<file path="src/rtl/intr_agg_pkg.sv">
package intr_agg_pkg;

   typedef enum logic [1:0] {
      SP_IO  = 2'd0,
      SP_ID  = 2'd1,
      SP_ACK = 2'd2,
      SP_MEM = 2'd3
   } bus_space_e;

   // register offsets after the bit-0 swap
   localparam logic [4:0] OFS_STAT_MASK = 5'h0B;
   localparam logic [4:0] OFS_CMD_EVEN  = 5'h05;
   localparam logic [4:0] OFS_CMD_ODD   = 5'h15;

   // command nibble that drops both break flags of a block
   localparam logic [3:0] CMD_BRK_CLEAR = 4'h5;

   // status bit roles
   localparam int unsigned BIT_BRK_EVEN = 2;
   localparam int unsigned BIT_BRK_ODD  = 6;
   localparam int unsigned BIT_CNT_RDY  = 3;
   localparam int unsigned BIT_IN_CHG   = 7;

   localparam logic [7:0] BRK_BITS = 8'h44;
   localparam logic [7:0] TIE_BITS = 8'h88;

endpackage

</file>
<file path="src/rtl/intr_addr_dec.sv">
module intr_addr_dec #(
   parameter int unsigned AW       = 8,
   parameter int unsigned OFS_BITS = 5,
   parameter int unsigned NBLK     = 4,
   localparam int unsigned BLK_BITS = AW - OFS_BITS,
   localparam int unsigned CH_BITS  = BLK_BITS + 1
) (
   input  logic [AW-1:0]       addr,
   output logic [BLK_BITS-1:0] blk_idx,
   output logic [CH_BITS-1:0]  ch_idx,
   output logic [OFS_BITS-1:0] reg_ofs,
   output logic [NBLK-1:0]     blk_hit
);

   generate
      if (AW <= OFS_BITS) begin : g_bad_aw
         $error("address must be wider than the register offset");
      end
   endgenerate

   assign blk_idx = addr[AW-1 -: BLK_BITS];
   assign ch_idx  = addr[AW-1 -: CH_BITS];
   assign reg_ofs = addr[OFS_BITS-1:0] ^ OFS_BITS'(1);

   for (genvar b = 0; b < NBLK; b++) begin : g_hit
      assign blk_hit[b] = (blk_idx == BLK_BITS'(b));
   end

endmodule

</file>
<file path="src/rtl/intr_stat_blk.sv">
module intr_stat_blk #(
   parameter int unsigned DW       = 8,
   parameter logic [DW-1:0] TIE    = '0,
   parameter logic [DW-1:0] BRK    = '0
) (
   input  logic          clk,
   input  logic          rst_n,
   input  logic [DW-1:0] set_i,
   input  logic [DW-1:0] clr_i,
   input  logic          brk_clr_i,
   input  logic          mask_we_i,
   input  logic [DW-1:0] mask_d_i,
   output logic [DW-1:0] sts_o,
   output logic [DW-1:0] msk_o
);

   logic [DW-1:0] sts_q, msk_q;
   logic [DW-1:0] drop, sts_d;

   always_comb begin
      drop = clr_i;
      if (brk_clr_i) begin
         drop = drop | BRK;
      end
      // set has priority over every clear source
      sts_d = ((sts_q & ~drop) | set_i) & ~TIE;
   end

   always_ff @(posedge clk) begin
      if (!rst_n) begin
         sts_q <= '0;
         msk_q <= '0;
      end else begin
         sts_q <= sts_d;
         if (mask_we_i) begin
            msk_q <= mask_d_i;
         end
      end
   end

   assign sts_o = sts_q;
   assign msk_o = msk_q;

endmodule

</file>
<file path="src/rtl/intr_line_eval.sv">
module intr_line_eval #(
   parameter int unsigned DW   = 8,
   parameter int unsigned NBLK = 4,
   parameter int unsigned GRP  = 2,
   localparam int unsigned NLINE = NBLK / GRP
) (
   input  logic               clk,
   input  logic               rst_n,
   input  logic [NBLK*DW-1:0] sts_flat,
   input  logic [NBLK*DW-1:0] msk_flat,
   output logic [NLINE-1:0]   irq_o
);

   logic [NLINE-1:0] hit_vec;
   logic [NLINE-1:0] irq_q;

   for (genvar k = 0; k < NLINE; k++) begin : g_line
      logic hit;
      always_comb begin
         hit = 1'b0;
         for (int j = 0; j < GRP; j++) begin
            hit = hit | (|(sts_flat[(k*GRP+j)*DW +: DW] &
                           msk_flat[(k*GRP+j)*DW +: DW]));
         end
      end
      assign hit_vec[k] = hit;
   end

   always_ff @(posedge clk) begin
      if (!rst_n) begin
         irq_q <= '0;
      end else begin
         irq_q <= hit_vec;
      end
   end

   assign irq_o = irq_q;

endmodule

</file>
<file path="src/rtl/intr_vec_reg.sv">
module intr_vec_reg #(
   parameter int unsigned   DW       = 8,
   parameter int unsigned   AW       = 8,
   parameter int unsigned   VEC_ADDR = 1,
   parameter logic [DW-1:0] VEC_RST  = '0
) (
   input  logic          clk,
   input  logic          rst_n,
   input  logic          wr_id_i,
   input  logic          wr_mem_i,
   input  logic [AW-1:0] addr_i,
   input  logic [DW-1:0] wdata_i,
   output logic [DW-1:0] vec_o
);

   logic [DW-1:0] vec_q;
   logic          load;

   assign load = (wr_id_i || wr_mem_i) && (addr_i == AW'(VEC_ADDR));

   always_ff @(posedge clk) begin
      if (!rst_n) begin
         vec_q <= VEC_RST;
      end else if (load) begin
         vec_q <= wdata_i;
      end
   end

   assign vec_o = vec_q;

endmodule

</file>
<file path="src/rtl/intr_pair_agg.sv">
module intr_pair_agg
   import intr_agg_pkg::*;
#(
   parameter int unsigned AW           = 8,
   parameter int unsigned DW           = 8,
   parameter int unsigned NBLK         = 4,
   parameter int unsigned BLK_PER_LINE = 2,
   parameter int unsigned OFS_BITS     = 5,
   parameter logic [7:0]  VEC_RST      = 8'h00,
   localparam int unsigned NLINE    = NBLK / BLK_PER_LINE,
   localparam int unsigned BLK_BITS = AW - OFS_BITS,
   localparam int unsigned CH_BITS  = BLK_BITS + 1
) (
   input  logic                clk,
   input  logic                rst_n,
   input  logic [1:0]          bus_space,
   input  logic                bus_wr,
   input  logic                bus_rd,
   input  logic [AW-1:0]       bus_addr,
   input  logic [DW-1:0]       bus_wdata,
   output logic [DW-1:0]       bus_rdata,
   output logic [BLK_BITS-1:0] dec_blk,
   output logic [CH_BITS-1:0]  dec_chan,
   output logic [OFS_BITS-1:0] dec_reg,
   input  logic [NBLK*DW-1:0]  sts_set,
   input  logic [NBLK*DW-1:0]  sts_clr,
   output logic [NLINE-1:0]    irq_line
);

   generate
      if (DW != 8) begin : g_bad_dw
         $error("status byte layout needs DW of 8");
      end
      if (OFS_BITS != 5) begin : g_bad_ofs
         $error("register offsets assume a 5-bit field");
      end
      if ((NBLK % BLK_PER_LINE) != 0) begin : g_bad_grp
         $error("blocks must divide evenly among lines");
      end
      if (NBLK > (1 << BLK_BITS)) begin : g_bad_nblk
         $error("more blocks than the address can select");
      end
   endgenerate

   logic [NBLK-1:0]    blk_hit;
   logic [NBLK*DW-1:0] sts_flat, msk_flat;
   logic [DW-1:0]      vec_q;
   logic               io_wr, io_rd, ack_rd;
   logic               sel_stat, sel_cmd, cmd_brk;

   intr_addr_dec #(
      .AW       (AW),
      .OFS_BITS (OFS_BITS),
      .NBLK     (NBLK)
   ) i_dec (
      .addr    (bus_addr),
      .blk_idx (dec_blk),
      .ch_idx  (dec_chan),
      .reg_ofs (dec_reg),
      .blk_hit (blk_hit)
   );

   assign io_wr  = bus_wr && (bus_space == SP_IO);
   assign io_rd  = bus_rd && (bus_space == SP_IO);
   assign ack_rd = bus_rd && (bus_space == SP_ACK);

   assign sel_stat = (dec_reg == OFS_STAT_MASK);
   assign sel_cmd  = (dec_reg == OFS_CMD_EVEN) || (dec_reg == OFS_CMD_ODD);
   assign cmd_brk  = sel_cmd && (bus_wdata[DW-1 -: 4] == CMD_BRK_CLEAR);

   for (genvar b = 0; b < NBLK; b++) begin : g_blk
      intr_stat_blk #(
         .DW  (DW),
         .TIE (TIE_BITS),
         .BRK (BRK_BITS)
      ) i_stat (
         .clk       (clk),
         .rst_n     (rst_n),
         .set_i     (sts_set[b*DW +: DW]),
         .clr_i     (sts_clr[b*DW +: DW]),
         .brk_clr_i (io_wr && blk_hit[b] && cmd_brk),
         .mask_we_i (io_wr && blk_hit[b] && sel_stat),
         .mask_d_i  (bus_wdata),
         .sts_o     (sts_flat[b*DW +: DW]),
         .msk_o     (msk_flat[b*DW +: DW])
      );
   end

   intr_line_eval #(
      .DW   (DW),
      .NBLK (NBLK),
      .GRP  (BLK_PER_LINE)
   ) i_lines (
      .clk      (clk),
      .rst_n    (rst_n),
      .sts_flat (sts_flat),
      .msk_flat (msk_flat),
      .irq_o    (irq_line)
   );

   intr_vec_reg #(
      .DW       (DW),
      .AW       (AW),
      .VEC_ADDR (1),
      .VEC_RST  (VEC_RST)
   ) i_vec (
      .clk      (clk),
      .rst_n    (rst_n),
      .wr_id_i  (bus_wr && (bus_space == SP_ID)),
      .wr_mem_i (bus_wr && (bus_space == SP_MEM)),
      .addr_i   (bus_addr),
      .wdata_i  (bus_wdata),
      .vec_o    (vec_q)
   );

   // read path: status in I/O space, vector in acknowledge space
   always_comb begin
      bus_rdata = '0;
      if (io_rd && sel_stat) begin
         for (int b = 0; b < NBLK; b++) begin
            if (blk_hit[b]) begin
               bus_rdata = sts_flat[b*DW +: DW];
            end
         end
      end else if (ack_rd) begin
         for (int k = 0; k < NLINE; k++) begin
            if (bus_addr == AW'(2*k)) begin
               bus_rdata = vec_q;
            end
         end
      end
   end

endmodule

</file>
<file path="config.mk">
export PLATFORM = sky130hd
export DESIGN_NAME = intr_pair_agg
export DESIGN_NICKNAME = d
export VERILOG_FILES = /design/src/rtl/intr_agg_pkg.sv /design/src/rtl/intr_addr_dec.sv /design/src/rtl/intr_stat_blk.sv /design/src/rtl/intr_line_eval.sv /design/src/rtl/intr_vec_reg.sv /design/src/rtl/intr_pair_agg.sv
export SDC_FILE = /design/constraint.sdc
export NUM_CORES = 1
export LEC_CHECK = 0
export ABC_AREA = 1
export BUFFER_PORTS_ARGS = -buffer_cell sky130_fd_sc_hd__buf_2
export CAP_MARGIN = 10
export CORE_MARGIN = 2
export CORE_UTILIZATION = 49
export CTS_BUF_LIST = sky130_fd_sc_hd__clkbuf_4 sky130_fd_sc_hd__clkbuf_8
export DETAILED_ROUTE_END_ITERATION = 10
export PLACE_DENSITY = 0.84
export SLEW_MARGIN = 20
export SYNTH_ARGS = -nofsm -noshare
export SYNTH_HDL_FRONTEND = slang
export SYNTH_SLANG_ARGS = --single-unit
export TNS_END_PERCENT = 5
</file>
<file path="constraint.sdc">
create_clock -name clk -period 2.8 [get_ports clk]
set_input_delay 0.28 -clock clk [delete_from_list [all_inputs] [get_ports clk]]
set_output_delay 0.28 -clock clk [all_outputs]
set_load 0.02 [all_outputs]
</file>
==> results_dict.tcl, run 1 <==
set metrics [dict create \
    grt_setup_unrepaired "no" \
    first_global_vias 2562 \
    num-fill-cells 524 \
    power.switching_uw 447 \
    synth_enable_flop_cells 0 \
    clock_latency_on_the_worst_skew_pair_ns 0.34 \
    cp_capture_point "bus_rdata[2]" \
    final_area_mm2 0.00343 \
    detail-route-antenna-nets 0 \
    cts_hold_buf 0 \
    combinationalPowerShare_pct 9.3 \
    synthTopCellsByArea "sky130_fd_sc_hd__dfxtp_1, sky130_fd_sc_hd__nor2_1, sky130_fd_sc_hd__nand2_1" \
    timing.hold.worst_path_depth 3 \
    synth_largest_type_area_fraction_pct 42.0 \
    synth_area_leader_cell "sky130_fd_sc_hd__dfxtp_1" \
    max-slew-margin-rel_pct 66.3 \
    globalRoute.totalOverflow 0 \
    reg2reg_to "i_lines.irq_o[0]" \
    multi_input_comb_area_mm2 0.00128 \
    register_area_mm2 0.00116 \
    cell_at_the_root_of_the_clock_tree "sky130_fd_sc_hd__clkbuf_8" \
    hold_viol_final 0 \
    seq_area_frac_synth_pct 42.0 \
    rr_worst_depth 6 \
    crit_path_max_fanout 6 \
    synth.distinct_cells 24 \
    grt_first_pass_wirelength_mm 11.2 \
    die_width_um 79.1 \
    cts.repair_timing.setup_buffer_count 0 \
    clock_transition_at_path_regs_ns 0.06 \
    syn_avg_cell_area_um2 6.69 \
    antenna-diode-count 0 \
    post-route-util_pct 62.7 \
    p_int_uw 1450 \
    port-buffer-count 91 \
    timing.final.crit_share_pct 62.1 \
    critical_path_arrival_ns 1.46 \
    max_cap_violations 0 \
    synth-async-reset-ratio_pct 0 \
    setup.worst_path.start_class "primary input" \
    worst_setup_path_end_kind "output port" \
    clock_power_share_pct 44.8 \
    min_path_type "in -> reg" \
    drc 0 \
    post-layout-total-power_uw 1900 \
    synthTopCellsByCount "sky130_fd_sc_hd__nor2_1, sky130_fd_sc_hd__nand2_1, sky130_fd_sc_hd__dfxtp_1" \
    max-vdd-ir-drop_mv 0.357 \
    post_dp_cell_area_mm2 0.00321 \
    area_growth_pct 24.1 \
    finalMaxSlewViolations 0 \
    drt_wl_total_mm 6.99 \
    worstPathRequired_ns 2.52 \
    sequentialPowerShare_pct 45.8 \
    detailed_place_hpwl_mm 5.16 \
    fmax_ghz 0.575 \
    die_area_mm2 0.00625 \
    cellPowerDensity_mw_per_mm2 554 \
    synthesis.nets 499 \
    final_layout_size_suffix_gt1_share_pct 26.2 \
    worst-setup-path-type "in -> out" \
    gp_routability_congestion 0.878 \
    yosysMostFrequentCell "sky130_fd_sc_hd__nor2_1" \
    p_sw_share_pct 23.5 \
    detail_route.wl_per_cell_um 12.1 \
    synth.ff_latch_count 58 \
    floorplan.core_area_mm2 0.00547 \
    startpoint_of_the_worst_register_to_register_path "g_blk[0].i_stat.sts_o[2]" \
    design.final.nets 585 \
    fp-row-count 27 \
    cts.repair.resized 0 \
    cts_htree_levels 3 \
    final.min_clock_period_ns 1.74 \
    cts_inserted_buffers 9 \
    grt_start_max_net_pins 35 \
    clock_skew_ns 0.00500 \
    top_reg_cell_synth "sky130_fd_sc_hd__dfxtp_1" \
    cts_tree "done" \
    ys.warnings.count 0 \
    setup.worst_path.start "bus_addr[4]" \
    initial_core_util_pct 50.5 \
    grt_antenna_before_repair 0 \
    totalNegativeSetupSlack_ns 0 \
    vias 2787 \
    grtUsageTotal_pct 23.5 \
    synth.cell_area_mm2 0.00276 \
    numClockSinks 58 \
    post_drt_via_cell_ratio 4.84 \
    syn_inst 413 \
    timing.final.setup_violations 0 \
    power.static_leakage_uw 0.00172 \
    drt_iter0_drc 119 \
    cts_buffer_depth 2 \
    worst-slew-pin-transition_ns 0.505 \
    io_pins 108 \
    status "finished, final reports clean" \
    fp.dieH_um 79.1 \
    drt_first_pass_iters 4 \
    reg2reg_setup_slack_ns 1.87 \
]
[power by group through the flow]
stage / combinational [uW] / clock, uW / sequential, uW
2_1_floorplan: 101 / 0 / 879
3_3_place_gp: 170 / 0 / 888
3_5_place_dp: 175 / 0 / 888
4_1_cts: 178 / 866 / 869
5_1_grt: 198 / 903 / 873
6_report: 177 / 851 / 870
[worst min-delay path by stage]
stage	start	to	slack, ns
floorplan	sts_set[0]	g_blk[0].i_stat.sts_o[0]	0.40
global placement	g_blk[3].i_stat.msk_o[2]	g_blk[3].i_stat.msk_o[2]	0.46
detailed placement	g_blk[2].i_stat.msk_o[0]	g_blk[2].i_stat.msk_o[0]	0.47
CTS	sts_set[8]	g_blk[1].i_stat.sts_o[0]	0.13
global route	sts_set[8]	g_blk[1].i_stat.sts_o[0]	0.15
finish	sts_set[0]	g_blk[0].i_stat.sts_o[0]	0.15
[cell families after synthesis]
kind of cell / count (synthesis) / synth area share (%)
AND/OR/NAND/NOR: 224 / 34.9
buffers and inverters: 69 / 11.5
flip-flops: 58 / 42.0
AO/OA/AOI/OAI: 62 / 11.6
[critical path, cell delays in order]
cell and delay (ns):
sky130_fd_sc_hd__buf_2 0.11, sky130_fd_sc_hd__nor2_1 0.14, sky130_fd_sc_hd__inv_1 0.09, sky130_fd_sc_hd__nor2_4 0.26, sky130_fd_sc_hd__nand3_2 0.17, sky130_fd_sc_hd__nor2_1 0.13
sky130_fd_sc_hd__nand2_1 0.06, sky130_fd_sc_hd__nand2_1 0.06, sky130_fd_sc_hd__buf_2 0.16
[per-layer routing]
layer | global-route usage (%) | vias to the layer above | wire [um]
met3 | 4.77 | 19 | 415
met5 | 0 | - | 0
met2 | 41.1 | 93 | 3500
met4 | 13.6 | 0 | 210
met1 | 26.5 | 1227 | 2870
li1 | - | 1448 | -
[area by class of cell]
type                    instances  area share, %
multi-input cells             286           37.5
flip-flops and latches         58           33.9
repair buffers                 91           13.3
inverters                      53           6.28
clock buffers                  11           4.23
well taps                      72           2.63
clock inverters                 5           2.26
[layout by cell type, fill, tap and decap left out, types with 4 or more instances in the layout]
master                       n
sky130_fd_sc_hd__a21oi_1    26
sky130_fd_sc_hd__buf_2      91
sky130_fd_sc_hd__clkbuf_8   10
sky130_fd_sc_hd__dfxtp_1    58
sky130_fd_sc_hd__inv_1      46
sky130_fd_sc_hd__nand2_1    70
sky130_fd_sc_hd__nand2_2     4
sky130_fd_sc_hd__nand3_1    15
sky130_fd_sc_hd__nand4_1     4
sky130_fd_sc_hd__nor2_1    115
sky130_fd_sc_hd__nor2_2      6
sky130_fd_sc_hd__o211ai_1    4
sky130_fd_sc_hd__o21ai_0    23
sky130_fd_sc_hd__o21ai_1     9
[flip-flops by register name, summed over array words and instances (netlist names)]
register,flops
g_blk.i_stat.msk_o,24
i_lines.irq_o,2
g_blk.i_stat.sts_o,24
i_vec.vec_o,8
[per-stage QoR]
stage	hold slack, ns	worst slack (ns)	cells
final	0.145	1.06	576
after global routing	0.150	0.938	576
after CTS	0.133	1.06	576
after detailed placement	0.469	1.06	560
after global placement	0.459	1.08	560
after floorplan	0.397	1.35	413
Power figures use the tool's default switching activity.
==> run 2, diff against run 1 <==
CORE_UTILIZATION = 45   (was 49)
PLACE_DENSITY = 0.82   (was 0.84)
clock period = 1.4 ns   (was 2.8 ns; I/O delays follow)
==> results_dict.tcl, run 2 (synthesized netlist as in run 1, its figures left out) <==
set metrics [dict create \
    status "finished, final reports clean" \
    setup.worst_path.start_class "flop" \
    timing.final.setup_violations 0 \
    io_pins 108 \
    vias 2784 \
    numClockSinks 58 \
    worst-setup-path-type "reg -> out" \
    detail_route.wl_per_cell_um 11.9 \
    cts_htree_levels 3 \
    max_cap_violations 0 \
    timing.final.crit_share_pct 99.2 \
    layout.cells.most_common "sky130_fd_sc_hd__nor2_1" \
    critical_path_arrival_ns 1.25 \
    cts_buffer_depth 2 \
    antenna-diode-count 0 \
    worstPathCellList "o211ai_1 > nand3_1 > nand2_1 > nand2_1 > buf_6" \
    finalMaxSlewViolations 0 \
    clock_transition_at_path_regs_ns 0.06 \
    floorplan.core_area_mm2 0.00592 \
    final_layout_size_suffix_gt1_share_pct 28.4 \
    drc 0 \
    max-slew-margin-rel_pct 71.8 \
    drt_first_pass_iters 4 \
    final.min_clock_period_ns 1.39 \
    globalRoute.totalOverflow 0 \
    detailed_place_hpwl_mm 5.34 \
    die_width_um 82.4 \
    cpMaxStageDelayCell "sky130_fd_sc_hd__dfxtp_2" \
    worst-slew-pin-transition_ns 0.423 \
    layout.cells.most_common_list "sky130_fd_sc_hd__nor2_1, sky130_fd_sc_hd__buf_2, sky130_fd_sc_hd__nand2_1, sky130_fd_sc_hd__dfxtp_1, sky130_fd_sc_hd__inv_1" \
    crit_top_cell "sky130_fd_sc_hd__nand2_1" \
    port-buffer-count 91 \
    drt_wl_total_mm 7.02 \
    worstPathRequired_ns 1.26 \
    detail-route-antenna-nets 0 \
    fp.dieH_um 82.4 \
    cts_inserted_buffers 9 \
    min_path_type "in -> reg" \
    grt_antenna_before_repair 0 \
    drt_iter0_drc 110 \
    worst_setup_path_end_kind "output port" \
    timing.critical_path.slowest_cell_delay_ns 0.33 \
    post_dp_cell_area_mm2 0.00327 \
    cell_at_the_root_of_the_clock_tree "sky130_fd_sc_hd__clkbuf_8" \
    clock_skew_ns 0.00537 \
    cts_tree "done" \
    fmax_ghz 0.720 \
    final_area_mm2 0.00359 \
    cellPowerDensity_mw_per_mm2 1130 \
    design.final.nets 598 \
    grtUsageTotal_pct 21.9 \
    hold_viol_final 0 \
    area_growth_pct 30.0 \
    grt_setup_unrepaired "yes" \
    clock_latency_on_the_worst_skew_pair_ns 0.34 \
    power.static_leakage_uw 0.00180 \
    crit_path_max_fanout 3 \
    post-route-util_pct 60.7 \
    max-vdd-ir-drop_mv 0.803 \
    first_global_vias 2509 \
    gp_routability_congestion 0.887 \
    grt_start_max_net_pins 34 \
    grt_first_pass_wirelength_mm 11.0 \
    die_area_mm2 0.00678 \
    post_drt_via_cell_ratio 4.70 \
    fp-row-count 28 \
    initial_core_util_pct 46.7 \
]
-- run 2: cell types whose count changed in the layout (fill, tap and decap cells not counted), sizes merged --
| cell | change |
|---|---|
| buf | +9 |
| dlygate4sd3 | +4 |
| bufinv | +1 |
| clkinvlp | -1 |
-- run 2: layout make-up --
cell class	count	area, um2
clock buffers	11	151
clock inverters	5	100
fillers	569	2330
inverters	53	215
multi-input cells	286	1280
flip-flops and latches	58	1170
well taps	75	93.8
repair buffers	104	581
-- run 2: metal layers --
layer  up-vias  share of wire (%)  global-route usage [%]
met5         -                  0                       0
met4         0                2.9                    10.0
met3        21                5.0                    5.65
met2        74                 50                    38.1
met1      1215                 42                    24.9
li1       1474                  -                       -
-- run 2: final timing paths --
path                                  from                        to  slack [ns]  cells after the start
hold reg to reg   g_blk[2].i_stat.msk_o[1]  g_blk[2].i_stat.msk_o[1]        0.48                      2
hold / removal                 sts_set[16]  g_blk[2].i_stat.sts_o[0]       0.004                      3
setup / recovery  g_blk[2].i_stat.sts_o[4]              bus_rdata[4]        0.01                      5
setup reg to reg  g_blk[2].i_stat.sts_o[0]          i_lines.irq_o[1]        0.43                      5
-- run 2: through the flow --
stage | total power [uW] | TNS (ns) | std cells | hold WS [ns] | setup slack [ns]
after CTS | 4070 | -0.00296 | 592 | 0.00145 | -0.00265
after detailed placement | 2140 | 0 | 571 | 0.351 | 0.0912
final | 4050 | 0 | 592 | 0.00398 | 0.0118
after global routing | 4210 | -0.296 | 592 | 0.0106 | -0.0745
after global placement | 2130 | 0 | 571 | 0.343 | 0.0987
after floorplan | 1960 | 0 | 413 | 0.257 | 0.231
-- run 2: power breakdown --
| group | internal, uW | switching [uW] | total [uW] | leakage (uW) |
|---|---|---|---|---|
| Sequential | 1700 | 44.2 | 1740 | 0.000475 |
| Combinational | 163 | 214 | 377 | 0.00120 |
| Clock | 1270 | 657 | 1930 | 0.000129 |
| Total | 3130 | 915 | 4050 | 0.00180 |
-- run 2: timing repair --
| action | CTS | global route |
|---|---|---|
| hold buffers | 4 | 0 |
| buffers inserted | 1 | 0 |
| pin swaps | 3 | 5 |
| resized for setup | 3 | 9 |
| hold endpoints to repair | 4 | 0 |
| setup endpoints to repair | 3 | 6 |
-- run 2: critical path: cells and delay by family (launching register included) --
kind,cells,cell delay [ns]
AND/OR/NAND/NOR,3,0.27
AO/OA/AOI/OAI,1,0.17
buffers and inverters,1,0.14
flip-flops,1,0.33
==> run 3, diff against run 2 <==
CORE_UTILIZATION = 44   (was 45)
CTS_BUF_LIST = sky130_fd_sc_hd__clkbuf_16   (was sky130_fd_sc_hd__clkbuf_4 sky130_fd_sc_hd__clkbuf_8)
PLACE_DENSITY = 0.8   (was 0.82)
==> results_dict.tcl, run 3 (synthesized netlist as in run 1, its figures left out) <==
set metrics [dict create \
    globalRoute.totalOverflow 0 \
    crit_path_max_fanout 3 \
    numClockSinks 58 \
    finished_layout_cells 587 \
    cts_htree_levels 3 \
    cts_inserted_buffers 9 \
    worst-setup-path-type "reg -> out" \
    grtUsageTotal_pct 21.3 \
    worst-slew-pin-transition_ns 0.453 \
    grt_start_max_net_pins 26 \
    fmax_ghz 0.715 \
    drc 0 \
    detail-route-antenna-nets 0 \
    setup.worst_path.start_class "flop" \
    fp.dieH_um 83.2 \
    gp_routability_congestion 0.833 \
    die_area_mm2 0.00693 \
    cellPowerDensity_mw_per_mm2 1200 \
    clock_transition_at_path_regs_ns 0.05 \
    max-vdd-ir-drop_mv 0.827 \
    timing.hold.worst_path_depth 3 \
    area_growth_pct 30.0 \
    critical_path_arrival_ns 1.26 \
    detail_route.wl_per_cell_um 12.1 \
    detailed_place_hpwl_mm 5.38 \
    timing.final.crit_share_pct 99.8 \
    floorplan.core_area_mm2 0.00599 \
    sequentialPowerShare_pct 40.6 \
    vias 2787 \
    reg2reg_setup_slack_ns 0.46 \
    grt_antenna_before_repair 0 \
    power.static_leakage_uw 0.00179 \
    power.switching_uw 1050 \
    initial_core_util_pct 46.1 \
    drt_iter0_drc 182 \
    die_width_um 83.2 \
    drt_wl_total_mm 7.12 \
    grt_setup_unrepaired "yes" \
    grt_first_pass_wirelength_mm 11.7 \
    port-buffer-count 91 \
    max-slew-margin-rel_pct 69.7 \
    startpoint_of_the_worst_register_to_register_path "g_blk[1].i_stat.sts_o[2]" \
    worstPathRequired_ns 1.26 \
    antenna-diode-count 0 \
    status "finished, final reports clean" \
    final.min_clock_period_ns 1.40 \
    post-place-ws_ns 0.0945 \
    min_path_type "in -> reg" \
    worstHoldStart "sts_set[12]" \
    reg2reg_to "i_lines.irq_o[0]" \
    placed_cell_count 571 \
    io_pins 108 \
    clock_skew_ns 0.00299 \
    worstHoldEndpoint "g_blk[1].i_stat.sts_o[4]" \
    clock_power_share_pct 50.8 \
    layout.cells.most_common_list "sky130_fd_sc_hd__nor2_1, sky130_fd_sc_hd__buf_2, sky130_fd_sc_hd__nand2_1, sky130_fd_sc_hd__dfxtp_1, sky130_fd_sc_hd__inv_1" \
    cts_tree "done" \
    layout.cells.most_common "sky130_fd_sc_hd__nor2_1" \
    totalNegativeSetupSlack_ns 0 \
    fp-row-count 28 \
    cts.repair.resized 0 \
    clock_latency_on_the_worst_skew_pair_ns 0.32 \
    timing.final.setup_violations 0 \
    first_global_vias 2597 \
    max_cap_violations 0 \
    final_layout_size_suffix_gt1_share_pct 28.7 \
    num-fill-cells 563 \
    hold_viol_final 0 \
    timing.final.ws_setup_ns 0.00217 \
    setup.worst_path.start "g_blk[2].i_stat.sts_o[1]" \
    rr_worst_depth 6 \
    cts.repair_timing.setup_buffer_count 0 \
    post_drt_via_cell_ratio 4.75 \
    fin_worst_hold_slack_ns 0.0183 \
    p_int_uw 3240 \
    worst_setup_path_end_kind "output port" \
    drt_first_pass_iters 4 \
    cell_at_the_root_of_the_clock_tree "sky130_fd_sc_hd__clkbuf_16" \
    combinationalPowerShare_pct 8.6 \
    finalMaxSlewViolations 0 \
    cts_buffer_depth 2 \
    cts_hold_buf 0 \
    design.final.nets 593 \
    p_sw_share_pct 24.5 \
]
[run 3: power by group through the flow]
stage / combinational (uW) / sequential [uW] / clock, uW
after detailed placement: 365 / 1780 / 0
final: 369 / 1740 / 2180
after global placement: 357 / 1780 / 0
after floorplan: 202 / 1760 / 0
after CTS: 368 / 1740 / 2210
after global routing: 410 / 1750 / 2310
[run 3: how the worst max path moves through the flow]
stage / to / depth (start not counted)
global placement: bus_rdata[1] / 9
finish: bus_rdata[1] / 5
global route: bus_rdata[4] / 5
CTS: bus_rdata[1] / 5
detailed placement: bus_rdata[1] / 9
floorplan: bus_rdata[2] / 7
[run 3: area by class of cell]
cell class	count	area (um2)	area share (%)
clock inverters	7	78.8	2.19
clock buffers	9	225	6.27
inverters	53	215	5.99
repair buffers	99	524	14.6
flip-flops and latches	58	1160	32.4
multi-input cells	286	1290	35.9
well taps	75	93.8	2.61
[run 3: layer usage]
metal	GRT usage [%]	up-vias	share of wire, %
met5	0	-	0
met4	10.1	0	1.6
met3	4.27	11	7.3
met2	36.9	88	49
met1	25.1	1226	42
li1	-	1462	-
[run 3: metrics by stage]
step	utilization (%)	cell area [um2]	power, uW
6_report	60.0	3590	4290
5_1_grt	60.0	3590	4470
4_1_cts	59.7	3570	4320
3_5_place_dp	54.6	3270	2140
3_3_place_gp	54.6	3270	2130
2_1_floorplan	-	2760	1960
[run 3: worst max-delay path, stage by stage, from the launching register on]
cell,delay (ns)
sky130_fd_sc_hd__dfxtp_1,0.33
sky130_fd_sc_hd__o211ai_1,0.18
sky130_fd_sc_hd__nand3_1,0.12
sky130_fd_sc_hd__nand2_1,0.08
sky130_fd_sc_hd__nand2_1,0.06
sky130_fd_sc_hd__buf_2,0.16
